[src/rtl/wcache_pkg.sv]
// Shared types for the write cache.
package wcache_pkg;
    // Controller phases: waiting for a command, collecting bytes, programming pages.
    typedef enum logic [1:0] {
        ST_IDLE = 2'd0,
        ST_LOAD = 2'd1,
        ST_PROG = 2'd2
    } wc_state_e;
endpackage

[src/rtl/wc_store.sv]
// Byte storage of the cache with one valid bit per byte slot.
// Assumes: clr and wr_en are never asserted together by the controller;
// if they are, clr wins for the valid bits.
module wc_store #(
    parameter int LINES      = 8,
    parameter int LINE_BYTES = 8,
    parameter int DATA_W     = 8,
    localparam int SLOTS_B   = LINES * LINE_BYTES,
    localparam int PTR_W     = $clog2(SLOTS_B),
    localparam int LINE_W    = $clog2(LINES)
) (
    input  logic                         clk,
    input  logic                         rst_n,
    input  logic                         clr,
    input  logic                         wr_en,
    input  logic [PTR_W-1:0]             wr_ptr,
    input  logic [DATA_W-1:0]            wr_data,
    input  logic [LINE_W-1:0]            rd_line,
    output logic [LINE_BYTES*DATA_W-1:0] rd_data,
    output logic [SLOTS_B-1:0]           valid_all
);

    logic [DATA_W-1:0] mem [SLOTS_B];

    // Data capture: a strobed byte goes to the pointer position.
    always_ff @(posedge clk) begin
        if (wr_en) begin
            mem[wr_ptr] <= wr_data;
        end
    end

    // Valid bits: cleared by reset or command start, set on capture.
    always_ff @(posedge clk) begin
        if (!rst_n || clr) begin
            valid_all <= '0;
        end else if (wr_en) begin
            valid_all[wr_ptr] <= 1'b1;
        end
    end

    // Line read port feeding the page program bus.
    always_comb begin
        for (int b = 0; b < LINE_BYTES; b++) begin
            rd_data[b*DATA_W +: DATA_W] = mem[int'(rd_line) * LINE_BYTES + b];
        end
    end

endmodule

[src/rtl/wc_slots.sv]
// Maps cache lines to flush slots and finds the slots to program.
// Slot 0 is line 0 at or above the start offset, slots 1..LINES-1 are
// whole lines, slot LINES is line 0 below the start offset (wrapped head).
// Assumes: cur is always below LINES+1 while used.
module wc_slots #(
    parameter int LINES      = 8,
    parameter int LINE_BYTES = 8,
    localparam int SLOTS_B   = LINES * LINE_BYTES,
    localparam int OFF_W     = $clog2(LINE_BYTES),
    localparam int SLOTS     = LINES + 1,
    localparam int SLOT_W    = $clog2(SLOTS)
) (
    input  logic [SLOTS_B-1:0]    valid_all,
    input  logic [OFF_W-1:0]      offset,
    input  logic [SLOT_W-1:0]     cur,
    output logic [LINE_BYTES-1:0] cur_mask,
    output logic [SLOT_W-1:0]     first_slot,
    output logic                  first_ok,
    output logic [SLOT_W-1:0]     next_slot,
    output logic                  next_ok
);

    logic [LINE_BYTES-1:0] smask [SLOTS];
    logic [SLOTS-1:0]      ne;

    // Per-slot byte masks built from the valid bits and the start offset.
    for (genvar s = 0; s < SLOTS; s++) begin : g_slot
        localparam int LN = (s == LINES) ? 0 : s;
        for (genvar b = 0; b < LINE_BYTES; b++) begin : g_byte
            logic below;
            assign below = (OFF_W'(b) < offset);
            if (s == 0) begin : g_head
                assign smask[s][b] = valid_all[LN*LINE_BYTES + b] & ~below;
            end else if (s == LINES) begin : g_wrap
                assign smask[s][b] = valid_all[LN*LINE_BYTES + b] & below;
            end else begin : g_mid
                assign smask[s][b] = valid_all[LN*LINE_BYTES + b];
            end
        end
        assign ne[s] = |smask[s];
    end

    // Lowest non-empty slot, and lowest non-empty slot above cur.
    always_comb begin
        first_slot = '0;
        first_ok   = 1'b0;
        next_slot  = '0;
        next_ok    = 1'b0;
        for (int s = SLOTS - 1; s >= 0; s--) begin
            if (ne[s]) begin
                first_slot = SLOT_W'(s);
                first_ok   = 1'b1;
                if (s > int'(cur)) begin
                    next_slot = SLOT_W'(s);
                    next_ok   = 1'b1;
                end
            end
        end
    end

    // Mask of the slot currently being programmed.
    always_comb begin
        cur_mask = '0;
        for (int s = 0; s < SLOTS; s++) begin
            if (int'(cur) == s) begin
                cur_mask = smask[s];
            end
        end
    end

endmodule

[src/rtl/wc_timer.sv]
// Per-page program window counter.
// Assumes: run stays high for the whole flush; the count restarts at every
// window end and whenever run is low.
module wc_timer #(
    parameter int PAGE_CYC = 250000,
    localparam int CNT_W   = (PAGE_CYC > 1) ? $clog2(PAGE_CYC) : 1
) (
    input  logic clk,
    input  logic rst_n,
    input  logic run,
    output logic first,
    output logic last
);

    logic [CNT_W-1:0] cnt;

    assign first = (cnt == '0);
    assign last  = (cnt == CNT_W'(PAGE_CYC - 1));

    // Window counting: wraps at PAGE_CYC-1, held at zero when idle.
    always_ff @(posedge clk) begin
        if (!rst_n || !run) begin
            cnt <= '0;
        end else if (last) begin
            cnt <= '0;
        end else begin
            cnt <= cnt + 1'b1;
        end
    end

endmodule

[src/rtl/wcache_flush.sv]
// Multi-page write cache: captures the data bytes of one write command,
// then programs the loaded pages one by one after Stop.
// Assumes: command inputs are single-cycle pulses from the bus slave;
// priority while loading is abort, then stop, then cmd_start, then byte_stb.
module wcache_flush #(
    parameter int ADDR_W     = 13,
    parameter int LINES      = 8,
    parameter int LINE_BYTES = 8,
    parameter int DATA_W     = 8,
    parameter int PAGE_CYC   = 250000
) (
    input  logic                                   clk,
    input  logic                                   rst_n,
    input  logic                                   cmd_start,
    input  logic [ADDR_W-1:0]                      start_addr,
    input  logic                                   byte_stb,
    input  logic [DATA_W-1:0]                      byte_data,
    input  logic                                   stop,
    input  logic                                   abort,
    output logic                                   busy,
    output logic                                   pg_we,
    output logic [ADDR_W-$clog2(LINE_BYTES)-1:0]   pg_page,
    output logic [LINE_BYTES*DATA_W-1:0]           pg_data,
    output logic [LINE_BYTES-1:0]                  pg_mask
);
    import wcache_pkg::*;

    localparam int OFF_W   = $clog2(LINE_BYTES);
    localparam int LINE_W  = $clog2(LINES);
    localparam int SLOTS_B = LINES * LINE_BYTES;
    localparam int PTR_W   = $clog2(SLOTS_B);
    localparam int PAGE_W  = ADDR_W - OFF_W;
    localparam int SLOTS   = LINES + 1;
    localparam int SLOT_W  = $clog2(SLOTS);

    wc_state_e          state;
    logic [PAGE_W-1:0]  base_pg;
    logic [OFF_W-1:0]   off;
    logic [PTR_W-1:0]   ptr;
    logic [SLOT_W-1:0]  slot;

    logic               clr, wr_en;
    logic [LINE_W-1:0]  rd_line;
    logic [SLOTS_B-1:0] valid_all;
    logic [SLOT_W-1:0]  first_slot, next_slot;
    logic               first_ok, next_ok;
    logic               tm_first, tm_last;
    logic               do_stop, do_abort, do_start, do_byte;

    // Accepted command events in the current state.
    always_comb begin
        do_abort = (state == ST_LOAD) && abort;
        do_stop  = (state == ST_LOAD) && !abort && stop;
        do_start = cmd_start &&
                   ((state == ST_IDLE) || ((state == ST_LOAD) && !abort && !stop));
        do_byte  = (state == ST_LOAD) && byte_stb && !abort && !stop && !cmd_start;
        clr      = do_start || do_abort;
        wr_en    = do_byte;
    end

    // Main controller: command capture, pointer advance, page sequencing.
    always_ff @(posedge clk) begin
        if (!rst_n) begin
            state   <= ST_IDLE;
            base_pg <= '0;
            off     <= '0;
            ptr     <= '0;
            slot    <= '0;
        end else begin
            case (state)
                ST_IDLE: begin
                    if (do_start) begin
                        base_pg <= start_addr[ADDR_W-1:OFF_W];
                        off     <= start_addr[OFF_W-1:0];
                        ptr     <= PTR_W'(start_addr[OFF_W-1:0]);
                        state   <= ST_LOAD;
                    end
                end
                ST_LOAD: begin
                    if (do_abort) begin
                        state <= ST_IDLE;
                    end else if (do_stop) begin
                        slot  <= first_slot;
                        state <= first_ok ? ST_PROG : ST_IDLE;
                    end else if (do_start) begin
                        base_pg <= start_addr[ADDR_W-1:OFF_W];
                        off     <= start_addr[OFF_W-1:0];
                        ptr     <= PTR_W'(start_addr[OFF_W-1:0]);
                    end else if (do_byte) begin
                        ptr <= ptr + 1'b1;
                    end
                end
                ST_PROG: begin
                    if (tm_last) begin
                        if (next_ok) begin
                            slot <= next_slot;
                        end else begin
                            state <= ST_IDLE;
                        end
                    end
                end
                default: state <= ST_IDLE;
            endcase
        end
    end

    // Slot to cache line: the wrapped-head slot reads line 0.
    assign rd_line = (slot == SLOT_W'(LINES)) ? '0 : slot[LINE_W-1:0];

    wc_store #(
        .LINES      (LINES),
        .LINE_BYTES (LINE_BYTES),
        .DATA_W     (DATA_W)
    ) u_store (
        .clk       (clk),
        .rst_n     (rst_n),
        .clr       (clr),
        .wr_en     (wr_en),
        .wr_ptr    (ptr),
        .wr_data   (byte_data),
        .rd_line   (rd_line),
        .rd_data   (pg_data),
        .valid_all (valid_all)
    );

    wc_slots #(
        .LINES      (LINES),
        .LINE_BYTES (LINE_BYTES)
    ) u_slots (
        .valid_all  (valid_all),
        .offset     (off),
        .cur        (slot),
        .cur_mask   (pg_mask),
        .first_slot (first_slot),
        .first_ok   (first_ok),
        .next_slot  (next_slot),
        .next_ok    (next_ok)
    );

    wc_timer #(
        .PAGE_CYC (PAGE_CYC)
    ) u_timer (
        .clk   (clk),
        .rst_n (rst_n),
        .run   (state == ST_PROG),
        .first (tm_first),
        .last  (tm_last)
    );

    // Page program bus outputs.
    assign busy    = (state == ST_PROG);
    assign pg_we   = busy && tm_first;
    assign pg_page = base_pg + PAGE_W'(slot);

endmodule

[config.mk]
export PLATFORM = sky130hd
export DESIGN_NAME = wcache_flush
export DESIGN_NICKNAME = d
export VERILOG_FILES = /design/src/rtl/wcache_pkg.sv /design/src/rtl/wc_store.sv /design/src/rtl/wc_slots.sv /design/src/rtl/wc_timer.sv /design/src/rtl/wcache_flush.sv
export SDC_FILE = /design/constraint.sdc
export NUM_CORES = 1
export LEC_CHECK = 0
export ABC_AREA = 1
export ABC_CLOCK_PERIOD_IN_PS = 2900
export BUFFER_PORTS_ARGS = -buffer_cell sky130_fd_sc_hd__buf_4
export CAP_MARGIN = 20
export CORE_MARGIN = 3
export CORE_UTILIZATION = 34
export CTS_BUF_LIST = sky130_fd_sc_hd__clkbuf_4 sky130_fd_sc_hd__clkbuf_8
export DETAILED_ROUTE_END_ITERATION = 10
export SLEW_MARGIN = 20
export SYNTH_ARGS = -nofsm -noshare
export SYNTH_HDL_FRONTEND = slang
export SYNTH_SLANG_ARGS = --single-unit
[constraint.sdc]
create_clock -name clk -period 2.9 [get_ports clk]
set_input_delay 0.145 -clock clk [delete_from_list [all_inputs] [get_ports clk]]
set_output_delay 0.145 -clock clk [all_outputs]
set_load 0.02 [all_outputs]
==> impl_metrics.ini <==
[status]
status = finished clean

[power]
p_leak_nw = 10.2
swShare_pct = 22.0
p_switching_mw = 3.98
combPwrFrac_pct = 4.6
seqPwrFrac_pct = 53.6
p_int_mw = 14.1
clockPowerShare_pct = 41.8
powerDensity_nw_per_um2 = 617
peakVddDrop_uv = 291

[placed_design]
io_buffers = 110
routabilityCongestion = 0.915
hpwlAfterDp_mm = 42.2
dpl_cell_area_um2 = 26700
dp_cells = 3070

[clock_network]
root_buffer = clkbuf_8
cts_sinks = 619
cts_tree = done
clk_latency_ns = 0.70
ctsLongestPathBuffers = 3
cts.clk_slew.worst_paths_ns = 0.06
cts.htree.levels = 3
cts_buffers = 98

[run]
cap_violations = 0

[final_layout]
fin_util_pct = 41.7
drive_above_1_share_pct = 18.1
final_cell_count_no_fill = 3294
areaGrowthSynthToFinish_pct = 21.4
fin_nets = 2310
final_cell_area_um2 = 29300
antenna_cells = 0

[yosys]
yosysTopAreaCell = edfxtp_1
synth-simple-area-share_pct = 15.1
synthTopCellsByCount = edfxtp_1 (512), nand2_1 (398), nor2_1 (329)
yosysWarnings = 0
synth_async_sr_flop_share_pct = 0
yosys_register_bits = 619
synth_edf_count = 512
syn_area_per_cell_um2 = 12.0
syn-num-nets = 2040
synth_compound_area_share_pct = 8.35
synth_xor_area_share_pct = 0.581
yosysSeqAreaShare_pct = 72.6
synthCells = 2005
syn_area_um2 = 24100
synthMuxAreaShare_pct = 0
yosysTopAreaCellShare_pct = 63.7
synth.most_common_cell = edfxtp_1
synth_cell_types = 41
synth_top_family_by_area = simple AND/OR/NAND/NOR gates
ys.flop_type = edfxtp_1
synth_fa_ha_area_share_pct = 0.446
synth_area_leaders = edfxtp_1 (64%), dfxtp_1 (8.9%), nand2_1 (6.2%)

[setup_path]
cp_max_fo = 34
endpoint_kind = output port
crit_arrival_ns = 2.66
critPathLaunchType = register
critPathRequiredTime_ns = 2.76
critical_path_class = register to output port

[floorplanning]
dieHeight_um = 272
initial_core_util_pct = 34.4
chipWidth_um = 272
dieArea_um2 = 74200
ioPinCount = 111
rows = 97
core-area_um2 = 70100

[grt]
grt_max_degree = 129
grt.overflow.total = 0
antenna_found_initial = 0
grt_pass1_vias = 16600
grt_first_pass_wirelength_mm = 101
track_usage_pct = 18.0

[route]
post-route-drc-count = 0
antenna_left = 0
wl_mm = 68.1
firstDrtPassIters = 5
vias = 16800
drtIter0Drc = 1511
wl_per_cell_um = 20.7
via_per_inst = 5.09

[sta]
slew_headroom_pct = 47.5
max_freq_mhz = 357
worstMarginPinSlew_ns = 0.788
hold_slack_ns = 0.0466
setup_violations = 0
drv_slew = 0
fin_crit_ns = 2.80
hold_viol = 0
fin_skew_ns = 0.0323
final_min_period_over_clock_period_pct = 96.6
tns_ns = 0

[worst_hold_path]
hp-class = input pin to register
[routing by layer]
metal / routed length [um] / GRT usage, %
met1: 30100 / 24.9
met5: 0 / 0
met2: 31600 / 28.5
met4: 1600 / 6.13
met3: 4800 / 3.23
[critical path, cell delays in order (launching register included)]
cell and delay, ns:
dfxtp_2 0.42, nand2_1 0.21, inv_6 0.17, buf_12 0.23, buf_4 0.23, a22oi_1 0.09
a31oi_1 0.36, buf_4 0.22
[path summary, 6_finish.rpt]
| kind | end | slack [ns] | cells past startpoint | start |
|---|---|---|---|---|
| worst max-delay path | pg_data[46] | 0.1 | 7 | slot[1] |
| worst min-delay path | u_store.mem[16][0] | 0.05 | 1 | byte_data[0] |
| worst max register to register | slot[3] | 0.30 | 9 | state[0] |
| worst min register to register | u_timer.cnt[0] | 0.48 | 1 | u_timer.cnt[0] |
[power groups by stage]
stage               Sequential, mW  Combinational (mW)  Clock [mW]
floorplan                     9.85               0.397           0
global placement              9.86               0.764           0
detailed placement            9.86               0.773           0
CTS                           9.67               0.829        7.70
global route                  9.67               0.908        8.12
finish                        9.68               0.838        7.54
[layout by cell type, fill, tap and decap left out, types with 4 or more instances in the layout]
master           n
nor3_1          14
inv_1           86
ha_1             6
clkbuf_4        44
a211oi_1        21
dlygate4sd3_1   37
nor2_1         325
clkbuf_8       104
xor2_1          13
nand2_2          6
inv_2            6
nor4_1           6
nand2_1        396
a31oi_1         60
o21ai_0         21
buf_12          13
nor2_4           6
clkinv_2         8
dfxtp_1        104
a22oi_1        128
o22ai_1          4
a21oi_1         40
clkinv_1        14
a31oi_2          5
nand4_1         60
edfxtp_1       512
nand3_1         60
buf_4          198
nor2_2           6
[per-stage QoR]
step	setup WS, ns	power [mW]
floorplan	0.910	10.2
global placement	0.524	10.6
detailed placement	0.478	10.6
CTS	0.00226	18.2
global route	-0.0110	18.7
finish	0.0990	18.1
[state kept, by name, summed over array words and instances (netlist names)]
register / cells
u_store.mem: 512
off: 3
state: 2
u_timer.cnt: 18
slot: 4
base_pg: 10
ptr: 6
u_store.valid_all: 64
[cell type report]
type / count / area (um2)
inverter: 97 / 379
tap: 940 / 1180
clock buffer: 148 / 1760
clock inverter: 31 / 254
multi-input combinational: 1207 / 6010
timing repair buffer: 252 / 2180
sequential: 619 / 17500
fill: 6592 / 40900
[logic make-up (layout without fill, tap and decap cells)]
group	Yosys count	in the layout
compound gates	298	298
xor+xnor	16	16
fa+ha+maj	8	8
buf+inv	179	528
flops	619	619
simple gates	885	885
[repair_timing]
action,in CTS,in global routing
gates resized for setup,18,16
pin swaps,0,1
hold endpoints to repair,105,0
setup buffers,6,1
gates cloned,0,1
hold buffers,37,0
endpoints found under the setup margin,58,34
Note: power is estimated with default switching activity, not from simulation.
